`config.mk`:
```
export PLATFORM = sky130hd
export DESIGN_NAME = msi_msg_composer
export DESIGN_NICKNAME = d
export VERILOG_FILES = /design/src/rtl/msi_pkg.sv /design/src/rtl/msi_cap_regs.sv /design/src/rtl/msi_vec_span.sv /design/src/rtl/msi_data_merge.sv /design/src/rtl/msi_word_former.sv /design/src/rtl/msi_msg_composer.sv
export SDC_FILE = /design/constraint.sdc
export NUM_CORES = 1
export LEC_CHECK = 0
export BUFFER_PORTS_ARGS = -buffer_cell sky130_fd_sc_hd__buf_4
export CAP_MARGIN = 0
export CORE_UTILIZATION = 46
export CTS_BUF_LIST = sky130_fd_sc_hd__clkbuf_4
export DETAILED_ROUTE_END_ITERATION = 7
export MAX_ROUTING_LAYER = met4
export PLACE_DENSITY = 0.76
export SYNTH_ARGS = -nofsm -noshare
export SYNTH_HDL_FRONTEND = slang
export SYNTH_SLANG_ARGS = --single-unit
```
`constraint.sdc`:
```
create_clock -name clk -period 3.6 [get_ports clk]
set_clock_uncertainty 0.2 [all_clocks]
set_input_delay 0 -clock clk [delete_from_list [all_inputs] [get_ports clk]]
set_output_delay 0 -clock clk [all_outputs]
set_load 0.02 [all_outputs]
```
`src/rtl/msi_pkg.sv`:
```
package msi_pkg;

    localparam int ADDR_W    = 32;
    localparam int DATA_W    = 16;
    localparam int PAYLOAD_W = 32;
    localparam int VEC_W     = 5;
    localparam int EXP_W     = 3;
    localparam int CPU_W     = 8;
    localparam int IVEC_W    = 8;
    localparam int SEL_W     = 2;

    localparam logic [SEL_W-1:0] SEL_ADDR = 2'd0;
    localparam logic [SEL_W-1:0] SEL_DATA = 2'd1;
    localparam logic [SEL_W-1:0] SEL_CTRL = 2'd2;

    localparam logic [ADDR_W-1:0] LAPIC_BASE = 32'hFEE0_0000;

    typedef struct packed {
        logic [EXP_W-1:0] grant_exp;
        logic [EXP_W-1:0] cap_exp;
        logic             enable;
    } msi_ctrl_t;

    typedef enum logic [1:0] {
        ST_IDLE  = 2'd0,
        ST_SEND  = 2'd1,
        ST_FAULT = 2'd2
    } msi_state_t;

endpackage

```
`src/rtl/msi_cap_regs.sv`:
```
module msi_cap_regs
    import msi_pkg::*;
#(
    parameter int AW = ADDR_W,
    parameter int DW = DATA_W,
    parameter int WW = 32
) (
    input  logic             clk,
    input  logic             rst_n,
    input  logic             cfg_we,
    input  logic [SEL_W-1:0] cfg_sel,
    input  logic [WW-1:0]    cfg_wdata,
    output logic [AW-1:0]    cap_addr,
    output logic [DW-1:0]    cap_data,
    output msi_ctrl_t        cap_ctrl
);

    localparam int CTRL_W = $bits(msi_ctrl_t);

    logic [AW-1:0] addr_q;
    logic [DW-1:0] data_q;
    msi_ctrl_t     ctrl_q;

    // Address is dword aligned: the two low bits never store a one.
    always_ff @(posedge clk or negedge rst_n) begin
        if (!rst_n) begin
            addr_q <= '0;
        end else if (cfg_we && cfg_sel == SEL_ADDR) begin
            addr_q <= {cfg_wdata[AW-1:2], 2'b00};
        end
    end

    always_ff @(posedge clk or negedge rst_n) begin
        if (!rst_n) begin
            data_q <= '0;
        end else if (cfg_we && cfg_sel == SEL_DATA) begin
            data_q <= cfg_wdata[DW-1:0];
        end
    end

    always_ff @(posedge clk or negedge rst_n) begin
        if (!rst_n) begin
            ctrl_q <= '0;
        end else if (cfg_we && cfg_sel == SEL_CTRL) begin
            ctrl_q <= msi_ctrl_t'(cfg_wdata[CTRL_W-1:0]);
        end
    end

    assign cap_addr = addr_q;
    assign cap_data = data_q;
    assign cap_ctrl = ctrl_q;

endmodule

```
`src/rtl/msi_vec_span.sv`:
```
module msi_vec_span
    import msi_pkg::*;
#(
    parameter int VW = VEC_W,
    parameter int EW = EXP_W
) (
    input  logic [EW-1:0] cap_exp,
    input  logic [EW-1:0] grant_exp,
    input  logic [VW-1:0] vec,
    output logic [EW-1:0] span_exp,
    output logic          vec_in_range
);

    localparam logic [EW-1:0] SPAN_MAX = EW'(VW);

    logic [EW-1:0] granted_clamped;
    logic [VW:0]   limit;

    always_comb begin
        // Software may not grant more than the function can support.
        granted_clamped = (grant_exp > cap_exp) ? cap_exp : grant_exp;
        // Encodings past the largest legal count mean the full block.
        span_exp = (granted_clamped > SPAN_MAX) ? SPAN_MAX : granted_clamped;
        limit = (VW+1)'(1) << span_exp;
        vec_in_range = ({1'b0, vec} < limit);
    end

endmodule

```
`src/rtl/msi_data_merge.sv`:
```
module msi_data_merge
    import msi_pkg::*;
#(
    parameter int DW = DATA_W,
    parameter int VW = VEC_W,
    parameter int EW = EXP_W
) (
    input  logic [DW-1:0] base_data,
    input  logic [VW-1:0] vec,
    input  logic [EW-1:0] span_exp,
    output logic [DW-1:0] merged
);

    genvar gi;
    generate
        for (gi = 0; gi < DW; gi++) begin : g_bit
            if (gi < VW) begin : g_low
                localparam int unsigned IDX = gi;
                // Bit gi belongs to the vector field when the span covers it.
                assign merged[gi] = (32'(span_exp) > IDX) ? vec[gi] : base_data[gi];
            end else begin : g_high
                assign merged[gi] = base_data[gi];
            end
        end
    endgenerate

endmodule

```
`src/rtl/msi_word_former.sv`:
```
module msi_word_former
    import msi_pkg::*;
#(
    parameter int AW  = ADDR_W,
    parameter int DW  = DATA_W,
    parameter int CW  = CPU_W,
    parameter int IVW = IVEC_W,
    parameter int CPU_LSB = 12
) (
    input  logic [CW-1:0]  cpu_id,
    input  logic [IVW-1:0] int_vector,
    output logic [AW-1:0]  msg_addr,
    output logic [DW-1:0]  msg_data
);

    localparam int RH_BIT   = 3;
    localparam int DM_BIT   = 2;
    localparam int TRIG_BIT = 15;
    localparam int LVL_BIT  = 14;
    localparam int DLV_LSB  = 8;
    localparam int DLV_W    = 3;

    localparam logic [DLV_W-1:0] DLV_FIXED = '0;

    logic [AW-1:0] dest_field;

    always_comb begin
        dest_field = AW'(cpu_id) << CPU_LSB;
        msg_addr   = LAPIC_BASE | dest_field;
        // Physical destination, no redirection hint.
        msg_addr[RH_BIT] = 1'b0;
        msg_addr[DM_BIT] = 1'b0;

        msg_data = '0;
        msg_data[IVW-1:0] = int_vector;
        msg_data[DLV_LSB +: DLV_W] = DLV_FIXED;
        msg_data[LVL_BIT]  = 1'b0;
        msg_data[TRIG_BIT] = 1'b0; // edge triggered
    end

endmodule

```
`src/rtl/msi_msg_composer.sv`:
```
module msi_msg_composer
    import msi_pkg::*;
(
    input  logic                 clk,
    input  logic                 rst_n,
    input  logic                 cfg_we,
    input  logic [SEL_W-1:0]     cfg_sel,
    input  logic [31:0]          cfg_wdata,
    input  logic                 req_valid,
    input  logic [VEC_W-1:0]     req_vec,
    output logic                 req_ready,
    output logic                 req_err,
    output logic                 wr_valid,
    input  logic                 wr_ready,
    output logic [ADDR_W-1:0]    wr_addr,
    output logic [PAYLOAD_W-1:0] wr_payload,
    input  logic [CPU_W-1:0]     hlp_cpu,
    input  logic [IVEC_W-1:0]    hlp_vector,
    output logic [ADDR_W-1:0]    hlp_addr,
    output logic [DATA_W-1:0]    hlp_data
);

    localparam int PAD_W = PAYLOAD_W - DATA_W;

    logic [ADDR_W-1:0] cap_addr;
    logic [DATA_W-1:0] cap_data;
    msi_ctrl_t         cap_ctrl;
    logic [EXP_W-1:0]  span_exp;
    logic              vec_in_range;
    logic [DATA_W-1:0] merged_data;

    msi_state_t state_q, state_d;
    logic       take_req;
    logic [ADDR_W-1:0]    addr_hold_q;
    logic [PAYLOAD_W-1:0] pay_hold_q;

    msi_cap_regs #(
        .AW (ADDR_W),
        .DW (DATA_W),
        .WW (32)
    ) u_regs (
        .clk       (clk),
        .rst_n     (rst_n),
        .cfg_we    (cfg_we),
        .cfg_sel   (cfg_sel),
        .cfg_wdata (cfg_wdata),
        .cap_addr  (cap_addr),
        .cap_data  (cap_data),
        .cap_ctrl  (cap_ctrl)
    );

    msi_vec_span #(
        .VW (VEC_W),
        .EW (EXP_W)
    ) u_span (
        .cap_exp      (cap_ctrl.cap_exp),
        .grant_exp    (cap_ctrl.grant_exp),
        .vec          (req_vec),
        .span_exp     (span_exp),
        .vec_in_range (vec_in_range)
    );

    msi_data_merge #(
        .DW (DATA_W),
        .VW (VEC_W),
        .EW (EXP_W)
    ) u_merge (
        .base_data (cap_data),
        .vec       (req_vec),
        .span_exp  (span_exp),
        .merged    (merged_data)
    );

    msi_word_former #(
        .AW  (ADDR_W),
        .DW  (DATA_W),
        .CW  (CPU_W),
        .IVW (IVEC_W)
    ) u_helper (
        .cpu_id     (hlp_cpu),
        .int_vector (hlp_vector),
        .msg_addr   (hlp_addr),
        .msg_data   (hlp_data)
    );

    // State register.
    always_ff @(posedge clk or negedge rst_n) begin
        if (!rst_n) begin
            state_q <= ST_IDLE;
        end else begin
            state_q <= state_d;
        end
    end

    // Next-state logic with named transitions.
    always_comb begin
        state_d  = state_q;
        take_req = 1'b0;
        unique case (state_q)
            ST_IDLE: begin
                if (req_valid && cap_ctrl.enable) begin
                    if (vec_in_range) begin
                        state_d  = ST_SEND;   // T_ACCEPT
                        take_req = 1'b1;
                    end else begin
                        state_d  = ST_FAULT;  // T_REJECT
                    end
                end
                // T_DISCARD: request while disabled stays in ST_IDLE.
            end
            ST_SEND: begin
                if (wr_ready) begin
                    state_d = ST_IDLE;        // T_DRAIN
                end
            end
            ST_FAULT: begin
                state_d = ST_IDLE;            // T_RECOVER
            end
            default: begin
                state_d = ST_IDLE;
            end
        endcase
    end

    // Message capture at acceptance; held stable through ST_SEND.
    always_ff @(posedge clk or negedge rst_n) begin
        if (!rst_n) begin
            addr_hold_q <= '0;
            pay_hold_q  <= '0;
        end else if (take_req) begin
            addr_hold_q <= cap_addr;
            pay_hold_q  <= {{PAD_W{1'b0}}, merged_data};
        end
    end

    // Outputs decoded from the state.
    always_comb begin
        req_ready  = 1'b0;
        req_err    = 1'b0;
        wr_valid   = 1'b0;
        unique case (state_q)
            ST_IDLE:  req_ready = 1'b1;
            ST_SEND:  wr_valid  = 1'b1;
            ST_FAULT: req_err   = 1'b1;
            default:  req_ready = 1'b0;
        endcase
        wr_addr    = addr_hold_q;
        wr_payload = pay_hold_q;
    end

endmodule

```
-- After elaboration in Yosys (flattened, before gate mapping)
Index checks and enable logic that the tools add are counted.
- multiplexer cells: 17
- eq/ne operators: 6
- multiply operators: 0
- bitwise logic cells: 0
- reduce and logical (&&, ||, !) cells: 7
- add/subtract/negate cells: 0
- shift operators: 1
- div/mod/pow operators: 0
- $lt $le $gt $ge: 8
- operator list (operator ; count):
    1-bit 2-to-1 mux ; 11
    3-bit by 1-bit > comparator with 1-bit output, second input constant ; 2
    3-bit by 2-bit > comparator with 1-bit output, second input constant ; 2
    3-bit > comparator, second input constant ; 2
    5-bit by 6-bit less-than comparator with 1-bit output ; 1
    2-bit 2-to-1 mux ; 3
    3-bit 2-to-1 mux ; 2
    1-bit by 3-bit left shift with 6-bit output, first input constant ; 1
    2-bit by 1-bit == test with 1-bit output, second input constant ; 2
    2-bit == test, second input constant ; 2
    1-bit logical AND ; 4
    2-bit logical NOT ; 2
    2-bit != test, second input constant ; 2
    2-bit case mux with 2 select lines ; 1
    3-bit > comparator ; 1
    2-bit AND reduction ; 1
- memories: 0
- input port bits: 60
- memory bits (writable): 0
- register bits after elaboration: 101
- memory bits (read-only): 0
- output and inout port bits: 115
- latch bits: 0
- word-level logic and storage cells: 47

-- Depth between registers and ports, before layout
Gate-level depths: netlist (run 1).
- depth after elaboration: 9
- depth in mapped cells: 17
- gate-level depth less buffers: 15

-- Cells and area by module
A second synthesis (run 1) with hierarchy kept.
- cell total of the unflattened synthesis: 357
- area, all modules: 4961.0 sq um
- modules (own cells, without submodules) (module ; cells an instance ; seq. area each (sq um) ; times used ; area an instance (sq um)):
    msi_msg_composer ; 128 ; 1251.2 ; 1 ; 2040.7
    msi_cap_regs ; 116 ; 1326.3 ; 1 ; 2037.0
    msi_word_former ; 50 ; 0.0 ; 1 ; 367.9
    msi_vec_span ; 43 ; 0.0 ; 1 ; 345.3
    msi_data_merge ; 20 ; 0.0 ; 1 ; 170.2

-- Least setup slack after synthesis (run 1)
No wires, ideal clock.
- kind: register to register
- from: register u_regs.ctrl_q (netlist bit u_regs.cap_ctrl[3])
- to: register addr_hold_q[17] (netlist: wr_addr[17])
- cell stages (with the launch flop): 16
- data required time: 3.275 ns
- path buffers: 2
- arrival: 3.571 ns
- path slack: -0.296 ns
- setup time: 0.125 ns
- period minus slack after synthesis: 3.896 ns
- cells stage by stage: dfrtp_1 -> inv_1 -> ha_1 -> nand2_1 -> o21ai_2 -> mux2i_1 -> nand2_1 -> or3b_2 -> ha_1 -> a21o_1 -> nor2b_1 -> a22oi_1 -> nand4b_1 -> buf_4 -> buf_6 -> mux2_4
- cells in the longest elaborated chain, start to end: 9
- ends and longest elaborated chain (what ; RTL line ; text):
    start, declared ; msi_cap_regs.sv:22 ; msi_ctrl_t ctrl_q;
    start signal, assigned ; msi_cap_regs.sv:45 ; ctrl_q <= msi_ctrl_t'(cfg_wdata[CTRL_W-1:0]);
    3-bit > comparator ; msi_vec_span.sv:21 ; granted_clamped = (grant_exp > cap_exp) ? cap_exp : grant_exp;
    3-bit 2-to-1 mux (*) ; msi_vec_span.sv:21 ;
    3-bit > comparator ; msi_vec_span.sv:23 ; span_exp = (granted_clamped > SPAN_MAX) ? SPAN_MAX : granted_clamped;
    3-bit 2-to-1 mux (*) ; msi_vec_span.sv:23 ;
    1-bit by 3-bit left shift with 6-bit output (*) ; msi_vec_span.sv:24 ; limit = (VW+1)'(1) << span_exp;
    5-bit by 6-bit less-than comparator with 1-bit output (*) ; msi_vec_span.sv:25 ; vec_in_range = ({1'b0, vec} < limit);
    1-bit 2-to-1 mux (*) ; msi_msg_composer.sv:102 ; if (vec_in_range) begin
    1-bit 2-to-1 mux (*) ; msi_msg_composer.sv:101 ; if (req_valid && cap_ctrl.enable) begin
    1-bit 2-to-1 mux (*) ; msi_msg_composer.sv:99 ; unique case (state_q)
    end signal, assigned ; msi_msg_composer.sv:131 ; addr_hold_q <= cap_addr;
    end, declared ; msi_msg_composer.sv:34 ; logic [ADDR_W-1:0] addr_hold_q;
Every way passes the cells marked *; elsewhere a longest branch is shown, timed or not.
A chain may end at the register's enable or synchronous reset.

-- Final worst setup path (run 1)
- from: register u_regs.ctrl_q (netlist bit u_regs.cap_ctrl[6])
- to: register addr_hold_q[27] (netlist: wr_addr[27])
Same word-level chain as after synthesis.

==> results of run 1 <==
==> path summary, 6_finish.rpt <==
check,from,endpoint,slack (ns),cells after the start
worst max-delay path,u_regs.cap_ctrl[6],wr_addr[27],-0.06,15
worst min-delay path,req_vec[4],state_q[1],-0.06,5
worst max register to register,u_regs.cap_ctrl[6],wr_addr[27],-0.06,15
worst min register to register,u_regs.cap_data[7],wr_payload[7],0.32,1
max in group asynchronous,rst_n,u_regs.cap_ctrl[1],2.25,3
min in group asynchronous,rst_n,u_regs.cap_addr[23],0.03,2
==> logic make-up (layout without fill, tap and decap cells) <==
| family | count (synthesis) | count (layout) | synth area share, % |
|---|---|---|---|
| AOI/OAI and AO/OA | 16 | 16 | 2.57 |
| DFF | 101 | 101 | 52.4 |
| muxes | 111 | 111 | 28.1 |
| and+or+nand+nor | 27 | 27 | 3.30 |
| other | 2 | 50 | 0.156 |
| adders and majority gates | 6 | 6 | 1.56 |
| buffers and inverters | 79 | 208 | 11.9 |
==> flip-flops by register name, summed over array words and instances (netlist names) <==
name	flops
u_regs.cap_ctrl	7
wr_addr	30
u_regs.cap_data	16
state_q	2
wr_payload	16
u_regs.cap_addr	30
==> worst max-delay path, delay by kind of cell (launching register included) <==
family,cells,cell delay (ns)
buf+inv,2,0.34
simple gates,6,0.89
flops,1,0.45
compound gates,3,0.59
fa+ha+maj,2,0.54
mux,2,0.54
==> where the power goes <==
| group | leakage (nW) | internal [mW] | switching (mW) |
|---|---|---|---|
| Sequential | 1.21 | 1.51 | 0.238 |
| Combinational | 1.86 | 1.19 | 0.988 |
| Clock | 0.0636 | 0.152 | 0.407 |
| Total | 3.13 | 2.85 | 1.63 |
==> layer usage <==
| layer | up-vias | GRT usage [%] |
|---|---|---|
| li1 | 1417 | - |
| met3 | 14 | 4.14 |
| met2 | 121 | 34.6 |
| met5 | - | - |
| met1 | 1541 | 24.7 |
| met4 | 0 | 6.53 |
==> layout make-up <==
cell class | count | area, sq um
Fill cell | 765 | 3720
Sequential cell | 101 | 2530
Multi-Input combinational cell | 210 | 2020
Timing Repair Buffer | 188 | 1640
Tap cell | 136 | 170
Clock buffer | 9 | 67.6
Clock inverter | 7 | 58.8
Inverter | 4 | 15.0
==> what timing repair did <==
| item | CTS | global route |
|---|---|---|
| endpoints found under the setup margin | 46 | 47 |
| pin swaps | 5 | 8 |
| gates cloned | 0 | 2 |
| endpoints found under the hold margin | 151 | 1 |
| resized for setup | 4 | 8 |
| buffers inserted | 2 | 2 |
==> cell usage after synthesis, drive strengths merged, types with 2 or more instances <==
master    n
ha        6
nand2b    2
clkbuf    4
dfrtp   101
mux2    105
nor3      2
nor2      5
o211ai    3
a21oi     2
mux2i     6
conb      2
nor2b     3
o21ai     3
buf      71
inv       4
nand3     5
nand3b    2
nand2     3
==> flow_summary.ini, run 1 <==
[run_status]
status = finished, violations left
violations = hold timing, setup timing

[detailed_routing]
top_layer = met4
drt_iter0_markers = 81
wl_met3_um = 504
drt_pass1_iterations = 4
antenna_left = 0
via_per_inst = 4.72
detail_route.wl_per_cell_um = 16.0
wl_mm = 10.5
routed-wl-met2_mm = 5.26
m1WireLength_mm = 4.57
vias = 3093
remaining_drc_errors = 0

[worst_hold_path]
hp-class = in -> reg

[die]
num_rows = 37
io_pins = 175
core_sq_mm = 0.0102
die_x_um = 104
die_height_um = 104
die_area_sq_mm = 0.0109
initial_utilization_pct = 47.1

[timing]
worst_pin_slew_ns = 0.985
finalHoldViolations = 1
final-setup-viol-count = 43
period_needed_ns = 3.66
grt_setup_unrepaired = true
fmax_ghz = 0.273
holdWs_ns = -0.0644
setup_slack_ns = -0.0587
slew_headroom_pct = 34.1
maxSlewViolCount = 0
fin_crit_sh_pct = 102
fin_setup_tns_ns = -1.30

[place]
post-dp-hpwl_mm = 6.47
gp_congestion = 0.822
post-place-ws_ns = -0.127
placed_cell_area_sq_mm = 0.00557
port_buffers = 92
dp.cells = 564

[layout]
n_antenna_cell = 0
fin_util_pct = 63.6
finalNonFillerCells = 655
finalInstanceArea_sq_mm = 0.00651
nets = 580
final_cell_mix = buf_4, dfrtp_1, mux2_2, dlygate4sd3_1, conb_1
areaGrowthSynthToFinish_pct = 35.0
drive_gt1_share_pct = 50.5
layout_commonest_cell = buf_4

[power]
power.density_mw_per_mm2 = 689
total_power_mw = 4.49
p_leak_nw = 3.13
ir_drop_mv = 0.396

[global_route]
antenna_found_initial = 0
grt_pass1_vias = 3403
grt_usage_pct = 20.5
globalRouteOverflowTotal = 0
grt_max_degree = 77
grt_pass1_wl_mm = 16.9

[cts]
cts.sinks = 101
cts.htree.levels = 3
numCtsBuffers = 9
cts_tree = yes
clk_pin_slew_ns = 0.17
clk_latency_ns = 0.44
hold_buffers = 69
cts-root-buf = clkbuf_4
clockBufferDepth = 2

[worst_setup_path]
cp-end-kind = register
cp_max_fo = 14
cp_slowest_stage_delay_ns = 0.45
required_ns = 3.75
startpoint_type = register
arrival_ns = 3.81
cp_slowest_cell = dfrtp_2
critical_path_class = reg -> reg
cp_cell_sequence = ha_4 > nand2_4 > o21ai_4 > nand2_4 > mux2_4 > nand2_2 > or3b_4 > ha_4 > a21o_1 > nor2b_4 > a22oi_2 > nand4b_1 > buf_6 > buf_12 > mux2_4

[logic_synthesis]
synthArstFlopShare_pct = 100
ys_seq_elements = 101
synth_cells = 342
synth-edff-count = 0
ys_types = 37
post_synth.cell_area_avg_sq_um = 14.1
synthesis.area_sq_mm = 0.00482
synth_area_leader_cell = dfrtp_1
yosysSeqAreaShare_pct = 52.4
yosysTopAreaCellShare_pct = 52.4
ys_warn_count = 0
synth_top_flop_cell = dfrtp_1
synth_area_leaders = dfrtp_1, mux2_2, buf_4

[flow_run]
drv_cap = 0
Power figures use the tool's default switching activity.
==> inputs of run 2 (changes only) <==
--- a/config.mk
+++ b/config.mk
@@ -5,13 +5,15 @@
 export SDC_FILE = /design/constraint.sdc
 export NUM_CORES = 1
 export LEC_CHECK = 0
+export ABC_AREA = 1
 export BUFFER_PORTS_ARGS = -buffer_cell sky130_fd_sc_hd__buf_4
 export CAP_MARGIN = 0
-export CORE_UTILIZATION = 46
+export CORE_UTILIZATION = 47
 export CTS_BUF_LIST = sky130_fd_sc_hd__clkbuf_4
+export CTS_CLUSTER_SIZE = 16
 export DETAILED_ROUTE_END_ITERATION = 7
 export MAX_ROUTING_LAYER = met4
-export PLACE_DENSITY = 0.76
+export PLACE_DENSITY = 0.77
 export SYNTH_ARGS = -nofsm -noshare
 export SYNTH_HDL_FRONTEND = slang
 export SYNTH_SLANG_ARGS = --single-unit
==> constraint.sdc (replaced) <==
create_clock -name clk -period 3.6 [get_ports clk]
set_clock_uncertainty 0.2 [all_clocks]
set_input_delay 0 -clock clk [delete_from_list [all_inputs] [get_ports clk]]
set_output_delay 0 -clock clk [all_outputs]
set_load 0.05 [all_outputs]
==> flow_summary.ini, run 2 <==
[run_status]
status = finished clean

[power]
ir_drop_mv = 0.578
p_sw_share_pct = 48.4
intPower_mw = 2.42
total_power_mw = 4.70
power.density_mw_per_mm2 = 774
pwr-share-comb_pct = 50.2
pwr-share-clk_pct = 14.0
p_sw_mw = 2.27
p_leak_nw = 3.21
seqPwrFrac_pct = 35.8

[die]
num_rows = 36
core_sq_mm = 0.00991
die_area_sq_mm = 0.0108
die_x_um = 104
io_pins = 175
initial_utilization_pct = 49.0
die_height_um = 104

[worst_setup_path]
cp-startpoint = u_regs.cap_ctrl[3]
worst_r2r_path_depth = 16
cp-end-kind = register
cp_slowest_cell = buf_4
crit_path_end = wr_addr[14]
arrival_ns = 3.40
reg2reg_from = u_regs.cap_ctrl[3]
cp_max_fo = 47
required_ns = 3.79
r2r-end = wr_addr[14]
cp_cell_sequence = inv_1 > ha_1 > nand3_1 > nand2_2 > nand2_2 > nand2_1 > nand2_2 > nor2_1 > nand3_1 > ha_1 > nand2_1 > nor2_2 > nand2_2 > buf_4 > nand4_1 > nand2_1
startpoint_type = register
critical_path_class = reg -> reg
cpMostUsedCell = nand2_2
cp_slowest_stage_delay_ns = 0.44
reg2reg_slack_ns = 0.39

[cts]
clockBufferDepth = 2
cts.sinks = 101
cts_resized = 0
clk_latency_ns = 0.43
clk_pin_slew_ns = 0.15
post-cts-setup-buffer-count = 0
hold_buffers = 60
cts-root-buf = clkbuf_4
cts.htree.levels = 3
numCtsBuffers = 9
cts_tree = yes

[timing]
period_needed_ns = 3.21
maxSlewViolCount = 0
finalHoldViolations = 0
grt_setup_unrepaired = false
fin_crit_sh_pct = 89.2
fmax_ghz = 0.312
final-setup-viol-count = 0
slew_headroom_pct = 30.3
worst_pin_slew_ns = 1.04
fin_setup_tns_ns = 0

[detailed_routing]
wl_met3_um = 565
vias = 3909
routed-wl-met2_mm = 5.92
top_layer = met4
remaining_drc_errors = 0
detail_route.wl_per_cell_um = 14.2
drt_iter0_markers = 120
antenna_left = 0
m1WireLength_mm = 4.74
wl_mm = 11.3
via_per_inst = 4.92
drt_pass1_iterations = 4

[global_route]
grt_pass1_vias = 3866
globalRouteOverflowTotal = 0
grt_max_degree = 48
grt_usage_pct = 22.4
antenna_found_initial = 0
grt_pass1_wl_mm = 18.7

[logic_synthesis]
yosysTopAreaCellShare_pct = 52.0
ys_seq_elements = 101
post_synth.cell_area_avg_sq_um = 9.15
ys_warn_count = 0
synthArstFlopShare_pct = 100
synth_cells = 531
synth_top_flop_cell = dfrtp_1
synthesis.area_sq_mm = 0.00486
synth_most_common_cell = nand2_1
yosysSeqAreaShare_pct = 52.0
ys_types = 27
synth_commonest_cells = nand2_1, dfrtp_1, buf_4
synth_area_leaders = dfrtp_1, nand2_1, buf_4
synth_area_leader_cell = dfrtp_1
synth-edff-count = 0

[place]
gp_congestion = 0.870
post-dp-hpwl_mm = 7.23
port_buffers = 92

[layout]
drive_gt1_share_pct = 21.6
n_antenna_cell = 0
final_cell_mix = nand2_1, dfrtp_1, buf_4, dlygate4sd3_1, conb_1
fin_util_pct = 61.2
layout_commonest_cell = nand2_1
areaGrowthSynthToFinish_pct = 24.9
fillers = 846
nets = 722

[flow_run]
drv_cap = 0

[worst_hold_path]
hp-class = in -> reg
-- run 2: worst min-delay path by stage --
stage / to / from / cells past startpoint / slack, ns
finish: state_q[1] / req_valid / 3 / 0.07
global route: state_q[1] / req_valid / 3 / 0.03
CTS: state_q[1] / req_valid / 3 / 0.05
detailed placement: wr_addr[13] / rst_n / 1 / -0.22
global placement: u_regs.cap_addr[15] / rst_n / 1 / -0.23
floorplan: state_q[0] / rst_n / 0 / -0.50
-- run 2: layout make-up --
class / instances / area, sq um / area share, %
multi-input cells: 354 / 1740 / 28.7
repair buffers: 160 / 1360 / 22.4
clock inverters: 6 / 85.1 / 1.40
well taps: 133 / 166 / 2.74
inverters: 30 / 113 / 1.86
flip-flops and latches: 101 / 2530 / 41.6
clock buffers: 10 / 75.1 / 1.24
-- run 2: kinds of logic (layout without fill, tap and decap cells) --
family	Yosys count	after routing	synth area share (%)
muxes	16	16	3.71
other	2	50	0.155
DFF	101	101	52.0
AOI/OAI and AO/OA	44	44	4.74
and+or+nand+nor	238	238	21.8
buffers and inverters	124	206	16.0
adders and majority gates	6	6	1.54
-- run 2: metal layers --
layer	global-route usage [%]	vias up
met1	26.2	1885
met5	-	-
met4	6.63	0
li1	-	1868
met2	39.2	152
met3	4.15	4
-- run 2: worst max-delay path: cells and delay by family, from the launching register on --
family                     cells  cell delay (ns)
and+or+nand+nor               12             1.34
adders and majority gates      2             0.63
buffers and inverters          2             0.53
DFF                            1             0.42
-- run 2: through the flow --
stage / hold slack [ns] / setup WS (ns) / instance area [sq um] / cells
after floorplan: -0.496 / 0.796 / 5040 / 579
after global placement: -0.225 / 0.545 / 5300 / 718
after detailed placement: -0.224 / 0.448 / 5300 / 718
after CTS: 0.0490 / 0.400 / 6070 / 794
after global routing: 0.0341 / 0.0509 / 6070 / 794
final: 0.0696 / 0.390 / 6070 / 794
-- run 2: power by group through the flow --
stage | Sequential [mW] | Clock (mW) | Combinational (mW)
6_report | 1.68 | 0.657 | 2.36
5_1_grt | 1.72 | 0.726 | 2.52
4_1_cts | 1.68 | 0.677 | 2.37
3_5_place_dp | 1.70 | 0 | 2.27
3_3_place_gp | 1.69 | 0 | 2.24
2_1_floorplan | 2.50 | 0 | 0.902
==> inputs of run 3 (changes only) <==
--- a/config.mk
+++ b/config.mk
@@ -8,12 +8,12 @@
 export ABC_AREA = 1
 export BUFFER_PORTS_ARGS = -buffer_cell sky130_fd_sc_hd__buf_4
 export CAP_MARGIN = 0
-export CORE_UTILIZATION = 47
+export CORE_UTILIZATION = 30
 export CTS_BUF_LIST = sky130_fd_sc_hd__clkbuf_4
 export CTS_CLUSTER_SIZE = 16
 export DETAILED_ROUTE_END_ITERATION = 7
 export MAX_ROUTING_LAYER = met4
-export PLACE_DENSITY = 0.77
+export PLACE_DENSITY = 0.53
 export SYNTH_ARGS = -nofsm -noshare
 export SYNTH_HDL_FRONTEND = slang
 export SYNTH_SLANG_ARGS = --single-unit
==> flow_summary.ini, run 3 (synthesis gave the netlist of run 2 again) <==
[run_status]
status = finished clean

[die]
io_pins = 175
num_rows = 46
die_x_um = 129
core_sq_mm = 0.0158
die_area_sq_mm = 0.0167
die_height_um = 129
initial_utilization_pct = 30.7

[global_route]
grt_pass1_wl_mm = 19.2
antenna_found_initial = 0
globalRouteOverflowTotal = 0
grt_usage_pct = 15.6
grt_pass1_vias = 3742
grt_max_degree = 83

[timing]
finalHoldViolations = 0
fin_crit_sh_pct = 94.2
period_needed_ns = 3.39
slew_headroom_pct = 25.7
setup_slack_ns = 0.211
maxSlewViolCount = 0
fmax_ghz = 0.295
holdWs_ns = 0.0108
worst_pin_slew_ns = 1.11
final-setup-viol-count = 0

[worst_setup_path]
worst_r2r_path_depth = 17
r2r-end = wr_payload[3]
startpoint_type = register
reg2reg_from = u_regs.cap_ctrl[3]
arrival_ns = 3.57
critical_path_class = reg -> reg
required_ns = 3.78
cp-end-kind = register
cp_max_fo = 19
reg2reg_slack_ns = 0.21

[cts]
cts.htree.levels = 3
cts-root-buf = clkbuf_4
clk_pin_slew_ns = 0.16
cts.sinks = 101
post-cts-setup-buffer-count = 0
clockBufferDepth = 2
cts_tree = yes
clk_latency_ns = 0.47
numCtsBuffers = 9

[power]
power.density_mw_per_mm2 = 748
p_leak_nw = 3.20
total_power_mw = 4.63
ir_drop_mv = 0.532

[layout]
fin_util_pct = 39.1
layout_commonest_cell = nand2_1
nets = 724
areaGrowthSynthToFinish_pct = 27.3
n_antenna_cell = 0
finalInstanceArea_sq_mm = 0.00619
seq_area_sq_mm = 0.00253
multi_input_area_sq_mm = 0.00177
drive_gt1_share_pct = 22.5
fillers = 1634
final_cell_mix = nand2_1, dfrtp_1, buf_4, dlygate4sd3_1, conb_1

[detailed_routing]
detail_route.wl_per_cell_um = 13.6
antenna_left = 0
drt_pass1_iterations = 4
remaining_drc_errors = 0
via_per_inst = 4.40
drt_iter0_markers = 204
vias = 3865
wl_mm = 12.0

[place]
port_buffers = 92
post-place-ws_ns = 0.384
post-dp-hpwl_mm = 7.87
gp_congestion = 0.819
placed_cell_area_sq_mm = 0.00542

[flow_run]
drv_cap = 0

[worst_hold_path]
hp-class = in -> async
[run 3: cell types whose count changed in the layout (fill, tap and decap cells not counted), sizes merged]
| cell | delta |
|---|---|
| bufinv | -2 |
| clkbuf | -1 |
| clkinv | +2 |
| clkinvlp | +1 |
| dlygate4sd3 | +2 |
[run 3: worst max-delay path, cell delays in order, from the launching register on]
cell and delay, ns:
dfrtp_1 0.42, inv_1 0.12, ha_4 0.29, nand3_1 0.13, nand2_4 0.14, nand2_2 0.08
nand2_1 0.10, nand2_2 0.11, nor2_2 0.13, nand4_1 0.10, ha_1 0.31, nand2_1 0.07
nor2_2 0.12, nand2_2 0.09, buf_8 0.17, nand4_1 0.09, dlygate4sd3_1 0.57, nand2_1 0.06
[run 3: through the flow]
step / TNS (ns) / std cells
global route: -0.00411 / 879
global placement: 0 / 802
floorplan: 0 / 579
detailed placement: 0 / 802
finish: 0 / 879
CTS: 0 / 879
[run 3: worst max path at each step]
| stage | from | to | slack, ns | cells past startpoint |
|---|---|---|---|---|
| 4_1_cts | u_regs.cap_ctrl[3] | wr_payload[3] | 0.08 | 17 |
| 6_report | u_regs.cap_ctrl[3] | wr_payload[3] | 0.21 | 17 |
| 3_5_place_dp | u_regs.cap_ctrl[3] | wr_addr[14] | 0.38 | 18 |
| 5_1_grt | u_regs.cap_ctrl[3] | wr_payload[3] | -0.004 | 16 |
| 2_1_floorplan | u_regs.cap_ctrl[3] | wr_addr[27] | 0.80 | 19 |
| 3_3_place_gp | u_regs.cap_ctrl[3] | wr_addr[5] | 0.49 | 17 |
[run 3: layout make-up]
class / instances / share of cell area [%]
Clock buffer: 9 / 1.09
Inverter: 30 / 1.86
Tap cell: 216 / 4.37
Sequential cell: 101 / 40.8
Timing Repair Buffer: 162 / 22.4
Clock inverter: 7 / 0.829
Multi-Input combinational cell: 354 / 28.6
[run 3: routing by layer]
metal  routed length (um)  part of all wire, %  vias to the layer above  GRT usage, %
li1                     -                    -                     1876             -
met1                 5190                   43                     1841          18.2
met2                 6010                   50                      137          26.4
met5                    0                    0                        -             -
met3                  594                  5.0                       11          3.84
met4                  170                  1.4                        0          4.91
[run 3: where the power goes]
| group | switching (mW) | internal (mW) |
|---|---|---|
| registers | 0.203 | 1.47 |
| clock network | 0.396 | 0.146 |
| logic | 1.72 | 0.688 |
| total | 2.32 | 2.31 |
[run 3: repair_timing]
item / 4_1_cts / 5_1_grt
resized for setup: 0 / 8
hold buffers: 61 / 0
endpoints found under the hold margin: 197 / 0
endpoints found under the setup margin: 0 / 3
